### src/rtl/tx_hold_queue.sv
module tx_hold_queue #(
  parameter int DEPTH = 24,
  parameter int DW    = 8,
  parameter int CW    = $clog2(DEPTH + 1)
) (
  input  logic          clk,
  input  logic          rst_n,
  input  logic          wr_en,
  input  logic [DW-1:0] wr_data,
  input  logic          sr_idle,
  output logic          ld,
  output logic [DW-1:0] ld_data,
  input  logic [CW-1:0] thr_level,
  input  logic          irq_rdy_en,
  input  logic          irq_thr_en,
  output logic [CW-1:0] count,
  output logic          ready,
  output logic          tx_empty,
  output logic          thr_hit,
  output logic          irq
);
  localparam int PW = (DEPTH > 1) ? $clog2(DEPTH) : 1;
  localparam logic [PW-1:0] LAST = PW'(DEPTH - 1);
  localparam logic [CW-1:0] FULL = CW'(DEPTH);

  logic [DW-1:0] mem [DEPTH];
  logic [PW-1:0] rd_ptr, wr_ptr;
  logic          push;

  assign ready    = count != FULL;
  assign ld       = sr_idle && (count != '0);
  assign push     = wr_en && (ready || ld);
  assign ld_data  = mem[rd_ptr];
  assign tx_empty = sr_idle && (count == '0);
  assign thr_hit  = (FULL - count) >= thr_level;
  assign irq      = (irq_rdy_en && ready) || (irq_thr_en && thr_hit);

  always_ff @(posedge clk or negedge rst_n) begin
    if (!rst_n) begin
      rd_ptr <= '0;
      wr_ptr <= '0;
      count  <= '0;
    end else begin
      if (ld)   rd_ptr <= (rd_ptr == LAST) ? '0 : rd_ptr + 1'b1;
      if (push) wr_ptr <= (wr_ptr == LAST) ? '0 : wr_ptr + 1'b1;
      if (push && !ld)      count <= count + 1'b1;
      else if (ld && !push) count <= count - 1'b1;
    end
  end

  always_ff @(posedge clk) begin
    if (push) mem[wr_ptr] <= wr_data;
  end
endmodule

### config.mk
export PLATFORM = sky130hd
export DESIGN_NAME = tx_hold_queue
export DESIGN_NICKNAME = d
export VERILOG_FILES = /design/src/rtl/tx_hold_queue.sv
export SDC_FILE = /design/constraint.sdc
export NUM_CORES = 1
export LEC_CHECK = 0
export BUFFER_PORTS_ARGS = -buffer_cell sky130_fd_sc_hd__buf_2
export CELL_PAD_IN_SITES_DETAIL_PLACEMENT = 1
export CELL_PAD_IN_SITES_GLOBAL_PLACEMENT = 2
export CORE_ASPECT_RATIO = 1.1
export CORE_UTILIZATION = 40
export DETAILED_ROUTE_END_ITERATION = 8
export PLACE_DENSITY_LB_ADDON = 0.1
export SYNTH_ARGS = -nofsm -noshare
export SYNTH_HDL_FRONTEND = slang
export SYNTH_SLANG_ARGS = --single-unit
### constraint.sdc
create_clock -name clk -period 2.9 [get_ports clk]
set_input_delay 0.87 -clock clk [delete_from_list [all_inputs] [get_ports clk]]
set_output_delay 0.87 -clock clk [all_outputs]
set_load 0.1 [all_outputs]
==> summary by stage, run 1 <==
Yosys
The number of cells produced by synthesis is approximately 490. The distinct cell type count after synthesis is 46. edfxtp_1 is the most common cell in the netlist.

In the synthesized netlist the dominant register cell turns out to be edfxtp_1. Summing every instance area after synthesis gives 8610 sq um. The Yosys step of the flow raised 0 warnings.

The commonest cells after synthesis are edfxtp_1 (192), mux2i_1 (58), nor2_1 (28). The synthesized area divided by synthesized cell count is 17.4 sq um. The share of synthesized area in the top cell type comes to 0.670.

The fraction of the yosys area taken by sequential cells is 0.714. The number of flops mapped to enable cells by yosys is 192. After synthesis the netlist holds a flip-flop and latch count of 207. The biggest area contributor in the post-synthesis netlist is edfxtp_1. The number of nets handed over by synthesis was approximately 530. In the post-synthesis netlist, the biggest area contributors are edfxtp_1 (67%), mux2i_1 (6.7%), mux4_2 (6.3%), dfrtp_1 (4.4%), ha_1 (2.2%). Of all flip-flops after synthesis, the portion carrying an async set or reset was 0.0725.

Setup path
The largest fanout on the critical path is 3. For this run, the slowest stage of the critical path takes 0.50 ns. The required time of the critical path is 2.03 ns.

The critical path is of the register to output pin type. The sort of element at the end of the critical path is an output pin. In this design, the critical path's most frequently occurring cell is a21o_1. Traced cell by cell, the critical path runs through inv_4 -> ha_4 -> xnor2_2 -> ha_1 -> a21o_1 -> a21o_1 -> a211o_4 -> a22o_4 -> buf_12. The startpoint class of the critical path is a register.

For the worst setup path, the data arrival time is approximately 2.7 ns. For this design, the slowest cell found on the critical path is dfrtp_4.

Layout
The number of antenna diodes in the final layout is 0. The synthesis-to-layout area growth is 28.6%. The fraction of layout cells with a size suffix above 1 is 0.379.

In the final design database the tool counted 642 nets.

Clocking
The hold buffer count at cts is 0. The number of sinks driven by the clock tree is about 210. TritonCTS created 22 clock buffers. The cell sitting at the root of the clock tree is a clkbuf_16. The clock edge transition at the registers on the reported setup and hold paths is 0.06 ns.

The later pin in the worst-skew pair is clocked with a latency of approximately 0.50 ns. TritonCTS built the clock tree. The maximum number of buffers from clock root to sink is 3. The maximum level of the CTS H-tree is 1.

Hold path
The worst hold path belongs to the class input pin to asynchronous set/reset pin.

STA
Headroom to the max-slew limit came out at 0.383. Setup violations remaining at the end of the flow were counted as 10. The peak clock frequency supported by timing is 0.284 GHz. Between clock sinks in the finished design, the worst skew comes to 0.0169 ns. For the final routed database, the setup TNS stands at -4.02 ns. On the final layout, the worst hold slack is 0.280 ns. The hold violation count in the final report is 0. Setup slack on the critical path of the routed design comes to -0.623 ns.

The final worst-path cycle share is 1.21. For the pin with the worst max-slew slack, the measured transition is slightly above 0.9 ns. Setup repair after global routing could not meet its margin everywhere. After layout, the minimum clock period comes to 3.52 ns.

The final count of pins violating max slew is 0.

Detailed routing
In this run the remaining antenna-violating nets after routing total 0. The initial detailed-routing violation count is 360. For this run, design rule violations remaining after detail routing come to 0. The total length of routed wires is 20900 microns.

The via density per instance is 5.27. The via count is around 4800. The number of detailed-routing iterations run before antenna repair is 5.

In the final routed layout, each cell accounts on average for 23.0 microns.

Floorplan
The initialized floorplan defines 55 standard-cell rows. The number of top-level pins is 37. The die boundary width is 142 microns.

The floorplan step defined a die boundary enclosing 22100 sq um. The effective utilization at floorplan is 0.413. The die is 156 microns tall.

The area of the core is 20900 sq um.

GRT
The combined global-route utilization of all metal layers is 0.197. The first-pass GRT wire length is ~32000 microns. The final global-route overflow total is 0. The initial antenna violation count is 0. The via count of the first global-routing pass was approximately 5200. Entering global routing, the biggest net connects 25 pins.

Run
The number of max-capacitance violations reported is 0.

Power
Summed over all nets, the switching power comes to 5190 uW. The clock share of power is 0.213. The register share of total power is 0.286. For this design the static power due to leakage is 0.00395 uW. IR analysis of the VDD net gives a maximum drop of 670 uV. Of the total power, the share spent switching nets is 0.393. The power density over the cells is 1190 nW/um^2.

The share of total power dissipated in combinational logic is 0.501. Internal power comes to 8010 uW.

Placement
At the end of routability-driven placement, the weighted congestion stood at ~0.73. The number of buffers inserted by port buffering is 36. Once detailed placement completed, the half-perimeter wirelength came to 13900 microns.

Status
The run finished, with violations left. The checks that failed: negative setup slack.
[final timing paths]
check / startpoint / end / slack, ns / depth (start not counted)
min in group clk: wr_ptr[4] / wr_ptr[4] / 0.58 / 2
hold reg to reg: wr_ptr[4] / wr_ptr[4] / 0.58 / 2
max in group asynchronous: rst_n / count[0] / 2.31 / 1
setup reg to reg: count[0] / count[4] / 0.19 / 13
setup / recovery: count[0] / irq / -0.62 / 9
hold / removal: rst_n / wr_ptr[4] / 0.28 / 1
[cells by family after synthesis]
family                     share of synthesized area
AOI/OAI and AO/OA                             0.0502
xor gates and xnor gates                     0.00916
adders and majority gates                     0.0241
buffers and inverters                         0.0249
DFF                                            0.714
muxes                                          0.136
and+or+nand+nor                               0.0422
[cells in the final DEF, fill, tap and decap left out, drive strengths merged, types with 3 or more instances in the layout]
cell type / instances
edfxtp: 192
buf: 113
mux2i: 58
nor2: 28
clkbuf: 28
mux4: 24
nand2: 22
ha: 15
dfrtp: 15
inv: 14
o21ai: 14
a21oi: 13
nand3: 13
clkinv: 9
o311ai: 8
a221oi: 8
a22oi: 8
xnor2: 6
a21o: 4
mux2: 4
bufinv: 3
xor2: 3
[cell type report]
type | instances | area [sq um]
tap | 285 | 357
multi-input combinational | 248 | 2710
clock inverter | 12 | 130
sequential | 207 | 6160
clock buffer | 28 | 594
fill | 1957 | 9790
inverter | 15 | 66.3
timing repair buffer | 113 | 1050
[sequential cells by signal, indices dropped and copies added, names as in the netlist]
name,cells
rd_ptr,5
mem,192
wr_ptr,5
count,5
[metal layers]
metal	wire, microns	up-vias	track usage
met4	357	0	0.0430
met2	11000	81	0.353
met5	0	-	0
li1	-	2174	-
met3	737	30	0.0292
met1	8850	2500	0.254
[per-stage QoR]
stage | worst slack [ns] | total power, uW | utilization | cells | instance area [sq um]
3_3_place_gp | -0.410 | 9610 | 0.473 | 857 | 9870
3_5_place_dp | -0.446 | 9720 | 0.473 | 857 | 9870
6_report | -0.623 | 13200 | 0.531 | 908 | 11100
4_1_cts | -0.668 | 13100 | 0.524 | 906 | 10900
5_1_grt | -0.710 | 13700 | 0.531 | 908 | 11100
2_1_floorplan | -0.462 | 7840 | - | 494 | 8820
[what timing repair did]
| action | CTS | global route |
|---|---|---|
| cloned | 1 | 0 |
| setup endpoints to repair | 12 | 12 |
| buffers inserted | 10 | 10 |
| pin swaps | 13 | 23 |
| resized for setup | 50 | 32 |
[power by group through the flow]
stage / registers (uW) / logic, uW / clock network (uW)
2_1_floorplan: 4060 / 3790 / 0
3_3_place_gp: 3820 / 5780 / 0
3_5_place_dp: 3840 / 5880 / 0
4_1_cts: 3780 / 6450 / 2890
5_1_grt: 3810 / 6950 / 3000
6_report: 3770 / 6620 / 2820
[worst max-delay path: cells and delay by family (launching register included)]
| kind | cells | cell delay (ns) |
|---|---|---|
| adder cells (fa/ha/maj) | 2 | 0.43 |
| buffers and inverters | 2 | 0.23 |
| AO/OA/AOI/OAI | 4 | 0.88 |
| XOR/XNOR | 1 | 0.11 |
| flip-flops | 1 | 0.50 |
No activity file was read; power rests on OpenSTA's default activity.
==> run 2: changes to the inputs <==
--- a/config.mk
+++ b/config.mk
@@ -10,6 +10,7 @@
 export CELL_PAD_IN_SITES_GLOBAL_PLACEMENT = 2
 export CORE_ASPECT_RATIO = 1.1
 export CORE_UTILIZATION = 40
+export CTS_BUF_LIST = sky130_fd_sc_hd__clkbuf_4
 export DETAILED_ROUTE_END_ITERATION = 8
 export PLACE_DENSITY_LB_ADDON = 0.1
 export SYNTH_ARGS = -nofsm -noshare
==> summary by stage, run 2 (synthesis results as in run 1) <==
Status
Run status: finished with violations (unchanged). Violations in the final reports: negative setup slack (unchanged).

Power
The switching power as a share of total power is 0.405 (was 0.393). The leakage power summed over all cells is 0.00402 uW (was 0.00395 uW). The switching component of the power is 5210 uW (was 5190 uW). The power density over the cells came to 1160 nW/um^2 (was 1190 nW/um^2). The fraction of power consumed by combinational cells came to 0.511 (was 0.501). The cell-internal power is 7670 uW (was 8010 uW). The overall power is 12900 uW (was 13200 uW). The register share of total power came to 0.294 (was 0.286).

The clock share of power is 0.195 (was 0.213). The maximum vdd ir drop is 664 uV (was 670 uV).

Detailed routing
The post-detailed-route count of antenna-violating nets was 0 (unchanged). The highest metal layer used by the detailed router is met4 (unchanged). The met3 routed wirelength came to 656 microns (was 737 microns). The number of remaining DRC errors was 0 (unchanged). The via density per instance is 5.13 (was 5.27).

The number of detailed-routing iterations run before antenna repair is 4 (was 5). The wire length on met1 came to 8940 microns (was 8850 microns). The total length of routed wires is 21000 microns (was 20900 microns). The via count came to 4958 (was 4785). The average wire length per cell after detail routing came to 21.7 microns (was 23.0 microns). The initial detailed-routing violation count is 323 (was 360). The amount of wire on met2 after detailed routing is 10900 microns (was 11000 microns).

STA
The hold violation count in the final report is 0 (unchanged). The final count of pins violating max slew is 0 (unchanged). The worst setup skew after layout is 0.0298 ns (was 0.0169 ns). The peak clock frequency supported by timing is 0.272 GHz (was 0.284 GHz). The aggregate negative setup slack is -5.55 ns (was -4.02 ns).

The minimum clock period is 3.67 ns (was 3.52 ns). The relative slew slack was 0.393 (was 0.383). The final worst-path cycle share came to 1.27 (was 1.21). The final setup violation count is 13 (was 10). Unrepaired setup endpoints after global routing: yes (unchanged).

The setup slack after layout came to -0.770 ns (was -0.623 ns). The slew at the pin closest to its max-slew limit was 0.907 ns (was 0.923 ns).

Setup path
The required time of the critical path is 2.03 ns (about the same). The type of the worst setup path is register to output pin (unchanged). The sum of buffers and inverters on the critical path is 2 (unchanged). The cell depth of the worst flop-to-flop path is 15 (was 13).

The critical path data arrival time was 2.80 ns (was 2.65 ns). The worst-path cell with the longest stage delay is dfrtp_4 (unchanged). The capture point of the worst reg-to-reg path is count[4] (unchanged). The worst setup slack for register-to-register paths is 0.15 ns (was 0.19 ns). The cell family with the largest share of critical-path delay is compound AO/OA/AOI/OAI gates (unchanged).

The sort of element at the end of the critical path is an output pin (unchanged). CP Cell Sequence: inv_4 -> ha_4 -> xnor2_2 -> ha_1 -> a21o_1 -> a21o_1 -> a211o_4 -> a22o_4 -> buf_12 (unchanged). The delay contributed by the slowest stage of the critical path was 0.50 ns (about the same). The cell repeated most along the worst path is a21o_1 (unchanged). The largest fanout on the critical path is 3 (unchanged).

The startpoint class of the critical path is a register (unchanged). The critical register-to-register path startpoint is count[0] (unchanged).

Clocking
The number of sinks driven by the clock tree is 207 (unchanged). The clock tree from TritonCTS is built (unchanged). The maximum level of the CTS H-tree is 2 (was 1). The clock root buffer master is clkbuf_4 (was clkbuf_16). The maximum number of buffers from clock root to sink was 3 (unchanged). The later-pin clock latency in the skew report is 0.65 ns (was 0.50 ns). The number of buffers created by CTS is 52 (was 22). The clock edge transition at the registers on the reported setup and hold paths is 0.06 ns (about the same).

Layout
The fraction of layout cells with a size suffix above 1 came to 0.430 (was 0.379). The number of nets in the final layout came to 676 (was 642). The number of flip-flops under the largest register name was 192 (unchanged). Most used cells in the layout excluding fill and tap cells: edfxtp_1 (192), clkbuf_4 (82), buf_4 (63) (was edfxtp_1 (192), buf_4 (60), mux2i_1 (49)). The top register by number of flip-flops is mem (unchanged). The synthesis-to-layout area growth is 28.7% (was 28.6%).

The post-layout utilization of the core is 0.531 (about the same). The most common library cell in the layout ignoring fill and taps is edfxtp_1 (unchanged). The final standard cell area without fillers is 11100 sq um (about the same).

Floorplan
The die span in y is 156 microns (unchanged). The effective utilization at floorplan is 0.413 (unchanged). The die boundary width came to 142 microns (unchanged). The floorplan die area is 22100 sq um (unchanged).

The area of the core is 20900 sq um (unchanged). The site row count is 55 (unchanged). The number of top-level pins is 37 (unchanged).

GRT
The via count of the first global-routing pass is 5419 (was 5204). The largest net degree at the start of global routing is 25 (unchanged). The final global-route overflow total was 0 (unchanged). The first-pass GRT wire length is 31900 microns (was 31800 microns). The initial antenna violation count is 1 (was 0). The combined global-route utilization of all metal layers is 0.200 (was 0.197).

Placement
The number of buffers inserted by port buffering is 36 (unchanged). The detailed placer's ending HPWL came to 13900 microns (unchanged). The routability-driven placement congestion ratio came to 0.733 (unchanged).

The cell area reported after detailed placement is 9870 sq um (unchanged). The worst slack at placement is -0.446 ns (unchanged).

Run
The number of max-capacitance violations reported is 0 (unchanged).

Hold path
The class of the tightest hold or removal check is input pin to asynchronous set/reset pin (unchanged).
## run 2: changes by cell type in the layout (fill, tap and decap cells not counted), sizes merged
cell	change
clkbuf	+54
buf	+4
clkinv	+3
bufinv	-2
clkinvlp	-1
diode	+1
## run 2: power groups by stage
stage | Combinational, uW | Sequential, uW | Clock, uW
final | 6580 | 3780 | 2510
after global routing | 6910 | 3820 | 2720
after CTS | 6500 | 3780 | 2590
after detailed placement | 5880 | 3840 | 0
after global placement | 5780 | 3820 | 0
after floorplan | 3790 | 4060 | 0
## run 2: worst max-delay path by stage
stage | start | end | slack [ns] | depth (start not counted)
after global placement | thr_level[2] | irq | -0.41 | 8
after floorplan | count[0] | irq | -0.46 | 8
final | count[0] | irq | -0.77 | 9
after global routing | count[0] | irq | -0.90 | 9
after detailed placement | thr_level[2] | irq | -0.45 | 8
after CTS | count[0] | irq | -0.84 | 9
## run 2: final cells by class
class / count / area, sq um
Tap cell: 285 / 357
Inverter: 15 / 68.8
Clock inverter: 12 / 72.6
Sequential cell: 207 / 6160
Clock buffer: 82 / 616
Timing Repair Buffer: 117 / 1080
Fill cell: 2030 / 9780
Multi-Input combinational cell: 248 / 2720
Antenna cell: 1 / 2.50
## run 2: per-stage QoR
step	std cells	hold slack (ns)
after floorplan	494	0.521
after global placement	857	0.549
after detailed placement	857	0.571
after CTS	963	0.0931
after global routing	967	0.109
final	967	0.131
## run 2: timing repair
action,4_1_cts,5_1_grt
resized for setup,54,33
setup endpoints to repair,12,14
pin swaps,12,24
gates cloned,1,0
hold buffers,0,0
setup buffers,13,9
## run 2: metal layers
metal,track usage,up-vias
li1,-,2266
met1,0.247,2574
met2,0.347,81
met3,0.0399,37
met4,0.0727,0
met5,0,-
